$ cat src/rtl/usr_pkg.sv
package usr_pkg;
  typedef enum logic [1:0] {
    MODE_HOLD = 2'b00,
    MODE_SHUP = 2'b01,
    MODE_SHDN = 2'b10,
    MODE_LOAD = 2'b11
  } usr_mode_e;
endpackage

$ cat src/rtl/usr_next.sv
module usr_next
  import usr_pkg::*;
#(
  parameter int WIDTH = 8
) (
  input  usr_mode_e        mode_i,
  input  logic             ser_r_i,
  input  logic             ser_l_i,
  input  logic [WIDTH-1:0] q_i,
  input  logic [WIDTH-1:0] bus_i,
  output logic [WIDTH-1:0] d_o
);
  localparam int TOP = WIDTH - 1;

  for (genvar b = 0; b < WIDTH; b++) begin : g_bit
    logic from_lo, from_hi;
    if (b == 0) begin : g_lo_edge
      assign from_lo = ser_r_i;
    end else begin : g_lo_mid
      assign from_lo = q_i[b-1];
    end
    if (b == TOP) begin : g_hi_edge
      assign from_hi = ser_l_i;
    end else begin : g_hi_mid
      assign from_hi = q_i[b+1];
    end
    assign d_o[b] = (mode_i == MODE_HOLD) ? q_i[b]  :
                    (mode_i == MODE_SHUP) ? from_lo :
                    (mode_i == MODE_SHDN) ? from_hi : bus_i[b];
  end
endmodule

$ cat src/rtl/usr_store.sv
module usr_store #(
  parameter int WIDTH = 8
) (
  input  logic             clk_i,
  input  logic             rst_ni,
  input  logic [WIDTH-1:0] d_i,
  output logic [WIDTH-1:0] q_o
);
  always_ff @(posedge clk_i or negedge rst_ni) begin
    if (!rst_ni) q_o <= '0;
    else         q_o <= d_i;
  end

  assert_reset_clear_R1: assert property (@(posedge clk_i) !rst_ni |-> q_o == '0)
    else $error("R1: register not clear under reset");
endmodule

$ cat src/rtl/usr_port.sv
module usr_port
  import usr_pkg::*;
#(
  parameter int WIDTH = 8
) (
  input  logic             clk_i,
  input  logic             rst_ni,
  input  usr_mode_e        mode_i,
  input  logic [1:0]       oe_n_i,
  input  logic [WIDTH-1:0] q_i,
  output logic [WIDTH-1:0] bus_o,
  output logic             bus_oe_o
);
  assign bus_oe_o = (oe_n_i == 2'b00) && (mode_i != MODE_LOAD);
  assign bus_o    = bus_oe_o ? q_i : '0;

  // port must be released whenever capture is selected
  assert_release_on_load_R7: assert property (@(posedge clk_i) disable iff (!rst_ni)
    (mode_i == MODE_LOAD) |-> !bus_oe_o)
    else $error("R7: port driven in capture mode");

  assert_quiet_when_off_R8: assert property (@(posedge clk_i) disable iff (!rst_ni)
    !bus_oe_o |-> bus_o == '0)
    else $error("R8: port data nonzero while released");
endmodule

$ cat src/rtl/usr_shift_bus.sv
module usr_shift_bus
  import usr_pkg::*;
#(
  parameter int WIDTH = 8
) (
  input  logic             clk_i,
  input  logic             rst_ni,
  input  logic [1:0]       mode_i,
  input  logic             ser_r_i,
  input  logic             ser_l_i,
  input  logic [1:0]       oe_n_i,
  input  logic [WIDTH-1:0] bus_i,
  output logic [WIDTH-1:0] bus_o,
  output logic             bus_oe_o,
  output logic             lsb_o,
  output logic             msb_o
);
  localparam int TOP = WIDTH - 1;

  usr_mode_e        mode;
  logic [WIDTH-1:0] q, d;

  assign mode = usr_mode_e'(mode_i);

  usr_next #(.WIDTH(WIDTH)) u_next (
    .mode_i(mode), .ser_r_i(ser_r_i), .ser_l_i(ser_l_i),
    .q_i(q), .bus_i(bus_i), .d_o(d)
  );

  usr_store #(.WIDTH(WIDTH)) u_store (
    .clk_i(clk_i), .rst_ni(rst_ni), .d_i(d), .q_o(q)
  );

  usr_port #(.WIDTH(WIDTH)) u_port (
    .clk_i(clk_i), .rst_ni(rst_ni), .mode_i(mode), .oe_n_i(oe_n_i),
    .q_i(q), .bus_o(bus_o), .bus_oe_o(bus_oe_o)
  );

  assign lsb_o = q[0];
  assign msb_o = q[TOP];

  assert_hold_R3: assert property (@(posedge clk_i) disable iff (!rst_ni)
    (mode == MODE_HOLD) |=> $stable(q))
    else $error("R3: hold changed register");

  assert_shup_R4: assert property (@(posedge clk_i) disable iff (!rst_ni)
    (mode == MODE_SHUP) |=> (q == {$past(q[TOP-1:0]), $past(ser_r_i)}))
    else $error("R4: shift up wrong");

  assert_shdn_R5: assert property (@(posedge clk_i) disable iff (!rst_ni)
    (mode == MODE_SHDN) |=> (q == {$past(ser_l_i), $past(q[TOP:1])}))
    else $error("R5: shift down wrong");

  assert_load_R6: assert property (@(posedge clk_i) disable iff (!rst_ni)
    (mode == MODE_LOAD) |=> (q == $past(bus_i)))
    else $error("R6: capture wrong");
endmodule

$ cat config.mk
export PLATFORM = sky130hd
export DESIGN_NAME = usr_shift_bus
export DESIGN_NICKNAME = d
export VERILOG_FILES = /design/src/rtl/usr_pkg.sv /design/src/rtl/usr_next.sv /design/src/rtl/usr_store.sv /design/src/rtl/usr_port.sv /design/src/rtl/usr_shift_bus.sv
export SDC_FILE = /design/constraint.sdc
export NUM_CORES = 1
export LEC_CHECK = 0
export ABC_AREA = 1
export BUFFER_PORTS_ARGS = -buffer_cell sky130_fd_sc_hd__buf_2
export CORE_UTILIZATION = 49
export DETAILED_ROUTE_END_ITERATION = 10
export PLACE_DENSITY = 0.78
export SLEW_MARGIN = 20
export SYNTH_ARGS = -nofsm -noshare
export SYNTH_HDL_FRONTEND = slang
export SYNTH_HIERARCHICAL = 1
export SYNTH_SLANG_ARGS = --single-unit
export TNS_END_PERCENT = 50
$ cat constraint.sdc
create_clock -name clk_i -period 1.55 [get_ports clk_i]
set_input_delay 0.0775 -clock clk_i [delete_from_list [all_inputs] [get_ports clk_i]]
set_output_delay 0.0775 -clock clk_i [all_outputs]
set_load 0.05 [all_outputs]
# Yosys cells after proc, flatten, opt, wreduce, memory -nomap -nowiden
# Index checks and enable logic that the tools add are counted.
dict set report classes {
  muxes 17
  eq_ne 3
  reduce_logical 3
}
# cell n
set op_table {}
lappend op_table {{$mux W1} 16}
lappend op_table {{$mux W8} 1}
lappend op_table {{$logic_not A2 Y1} 2}
lappend op_table {{$eq A2 B1 Y1 const B} 1}
lappend op_table {{$eq A2 B2 Y1 const B} 1}
lappend op_table {{$ne A2 B2 Y1 const B} 1}
lappend op_table {{$logic_and A1 B1 Y1} 1}
dict set report word_totals {
  regBits 8
  input_bits 16
  output_inout_bits 11
}

# Depth between registers and ports, before layout
dict set report logic_depth {
  depth_word 3
  ltp_mapped 7
  mapped_depth_nobuf 6
}

# Hierarchy
# The synthesis kept the hierarchy.
# mod n_inst cells_per_inst area_per_inst_um2
set by_module_without_submodules {}
lappend by_module_without_submodules {usr_next 1 84 376.6}
lappend by_module_without_submodules {usr_store 1 8 200.2}
lappend by_module_without_submodules {usr_port 1 20 80.1}

# Worst setup path before layout
# Ideal clock, no wire load.
dict set report synth_path {
  path_type {register to output}
  from {register u_store.q_o[0]}
  to {output bus_o[0]}
  required_time_ps 1472
  stages_incl_launch_ff 3
  arrival_ps 1388
  path_slack_ps 84
  path_cell_list {dfrtp_1 > inv_1 > nor2_1}
}
dict set report synth_between {
  elab_chain_len 1
}
# element line
set synth_rtl {}
lappend synth_rtl {{start: declaration} usr_store.sv:7} ;# output logic [WIDTH-1:0] q_o
lappend synth_rtl {{start signal: assignment} usr_store.sv:11} ;# else q_o <= d_i;
lappend synth_rtl {{$mux W8} usr_port.sv:15} ;# assign bus_o = bus_oe_o ? q_i : '0;
lappend synth_rtl {{end: declaration} usr_shift_bus.sv:13} ;# output logic [WIDTH-1:0] bus_o,
# Every way passes these cells.

# Final worst setup path
dict set report layout_path {
  from {register u_store.q_o[2]}
  to {output bus_o[2]}
}
# Same word-level chain as after synthesis.

==> flow_summary.yaml <==
run_status:
  status: "finished, final reports clean"
final_layout:
  nNetsFinal: 158
  drive_above_1_share_pct: 25.71
  largest_reg_flops: 8
  largest_registers: "u_store/q_o (8)"
  utilization_pct: 70.09
  most-common-layout-cells: "47 x nand2_1, 26 x buf_2, 23 x inv_1"
  regMostFlops: "u_store/q_o"
  antenna_cells: 0
  syn_to_final_growth_pct: 24.95
  final_common_cell: "nand2_1"
power_and_ir_drop:
  leakagePower_nw: 0.5531
  power_w: 0.0006648
  p_per_area_nw_per_um2: 810.0
  ir_worst_vdd_mv: 0.5302
timing:
  rsz0062_at_grt: "false"
  setup_viol: 0
  setup_tns_ns: 0
  worstMarginPinSlew_ns: 0.3894
  skew_ns: 0.0009656
  fmax_mhz: 867.4
  fin_crit_sh_pct: 74.38
  hold_violations: 0
  period_minus_slack_ns: 1.153
  relSlewSlack_pct: 74.01
  report.final.slew_viol_count: 0
cts:
  clkLatencyLatePin_ns: 0.25
  cts-root-buf: "clkbuf_4"
  cts_made_buffers: 3
  post_cts_buffers: 0
  cts_tree: "built"
  cts.sinks: 8
  clk_pin_slew_ns: 0.06
  clockBufferDepth: 2
  cts-htree-levels: 1
synthesis:
  yosysUniqueCellTypes: 14
  synth-warning-count: 6
  ys_seq_elements: 8
  synth_nets: 128
  synth_seq_area_share_pct: 30.48
  syn_avg_cell_area_sq_um: 5.865
  post_synth_instance_area_sq_um: 656.9
  synth_cells: 112
global_route:
  grt_max_degree: 13
  grt_use_total_pct: 25.21
  grt_overflow: 0
  antenna_found_initial: 0
  grt_pass1_wl_um: 2484
  grt_pass1_vias: 589
critical_path:
  crit_path_top_delay_cell: "dfrtp_1"
  path_cells: "inv_1, nor2_1, buf_2"
  reg2reg_from: "u_store/q_o[1]$_DFF_PN0_"
  arrival_ns: 1.08
  critical_path_peak_fanout: 4
  cp-end-kind: "output pin"
  ff2ff_setup_slack_ns: 0.69
  worst-setup-path-type: "reg2out"
  cp_num_buf_inv: 2
  r2r-end: "u_store/q_o[0]$_DFF_PN0_"
  slowest_delay_ns: 0.39
  critPathRequiredTime_ns: 1.47
  critPathTopFamily: "flip-flops"
  startpoint_type: "flop"
  reg2regPathDepth: 3
routing:
  drt-initial-drc-count: 18
  ant_nets: 0
  firstDrtPassIters: 4
  wirelength_um: 1590
  num_vias: 708
  detail_route.vias_per_cell: 4.597
  drc: 0
  drt-wirelength-per-cell_um: 10.32
min_path:
  min_path_type: "in2reg"
  hold_end: "u_store/q_o[4]$_DFF_PN0_"
  worstHoldStart: "bus_i[4]"
  whs_path_depth: 4
floorplanning:
  die_h_um: 38.62
  dieArea_sq_um: 1491
  fp.dieW_um: 38.62
  initial_utilization_pct: 56.09
  io_pins: 27
  core-area_sq_um: 1171
  num_rows: 12
run:
  maxCapViolations: 0
place:
  io_buffers: 26
  place_hpwl_um: 1118
  routabilityCongestion: 0.9077
==> cells by family (layout without fill, tap and decap cells) <==
group,Yosys count,count (layout),synth area share [%]
and+or+nand+nor,76,76,52.00
buffers and inverters,27,55,16.76
DFF,8,8,30.48
AOI/OAI and AO/OA,1,1,0.7612
==> timing repair <==
item / 4_1_cts / 5_1_grt
gates resized for setup: 0 / 0
hold buffers: 1 / 0
endpoints found under the hold margin: 8 / 0
==> per-layer routing <==
metal	share of wire, %	global-route usage (%)
met4	1.3	15.52
met3	5.3	1.734
met2	48	40.42
met1	46	32.72
met5	0	0
==> power breakdown <==
| part | leakage (nW) | internal, W | switching, W | total [W] |
|---|---|---|---|---|
| logic | 0.444 | 0.0000751 | 0.000164 | 0.000240 |
| clock network | 0.0138 | 0.0000887 | 0.0000712 | 0.000160 |
| registers | 0.0953 | 0.000237 | 0.0000285 | 0.000265 |
==> metrics by stage <==
step                worst slack, ns  std cells  hold WS (ns)  instance area (sq um)
global placement             0.6023        150      -0.06788                  788.3
floorplan                   0.08419        112       -0.2181                  656.9
CTS                          0.3899        154        0.1098                  820.8
detailed placement           0.5777        150      -0.06785                  788.3
finish                       0.3971        154        0.1143                  820.8
global route                 0.2926        154        0.1296                  820.8
==> cells in the mapped netlist <==
master,instances,share of area [%]
nand2_2,2,1.9
nand2_4,1,1.7
buf_6,1,1.7
nor2_2,2,1.9
inv_2,2,1.1
dfrtp_1,8,30
o21ai_0,1,0.76
buf_2,1,0.76
inv_1,23,13
nand3b_1,7,8.0
or2_0,1,0.95
nand2_1,47,27
nand3_1,8,6.1
nor2_1,8,4.6
==> worst reg2reg max path, delay by kind of cell, from the launching register on <==
family	cells	cell delay (ns)
DFF	1	0.41
and+or+nand+nor	3	0.34
==> cell type report <==
cell class,instances,area (sq um)
Fill cell,113,350.3
Clock buffer,3,22.52
Inverter,25,93.84
Sequential cell,8,200.2
Timing Repair Buffer,27,140.1
Multi-Input combinational cell,77,346.6
Tap cell,14,17.52
==> how the worst max path moves through the flow <==
stage                        startpoint                       end  slack, ns  cells after the start
6_report       u_store/q_o[2]$_DFF_PN0_                  bus_o[2]       0.40                      3
5_1_grt        u_store/q_o[1]$_DFF_PN0_                  bus_o[1]       0.29                      3
4_1_cts        u_store/q_o[2]$_DFF_PN0_                  bus_o[2]       0.39                      3
3_5_place_dp                  mode_i[0]  u_store/q_o[0]$_DFF_PN0_       0.58                      6
3_3_place_gp                  mode_i[0]                  bus_o[4]       0.60                      5
2_1_floorplan  u_store/q_o[0]$_DFF_PN0_                  bus_o[0]       0.08                      2
Power figures use the tool's default switching activity.
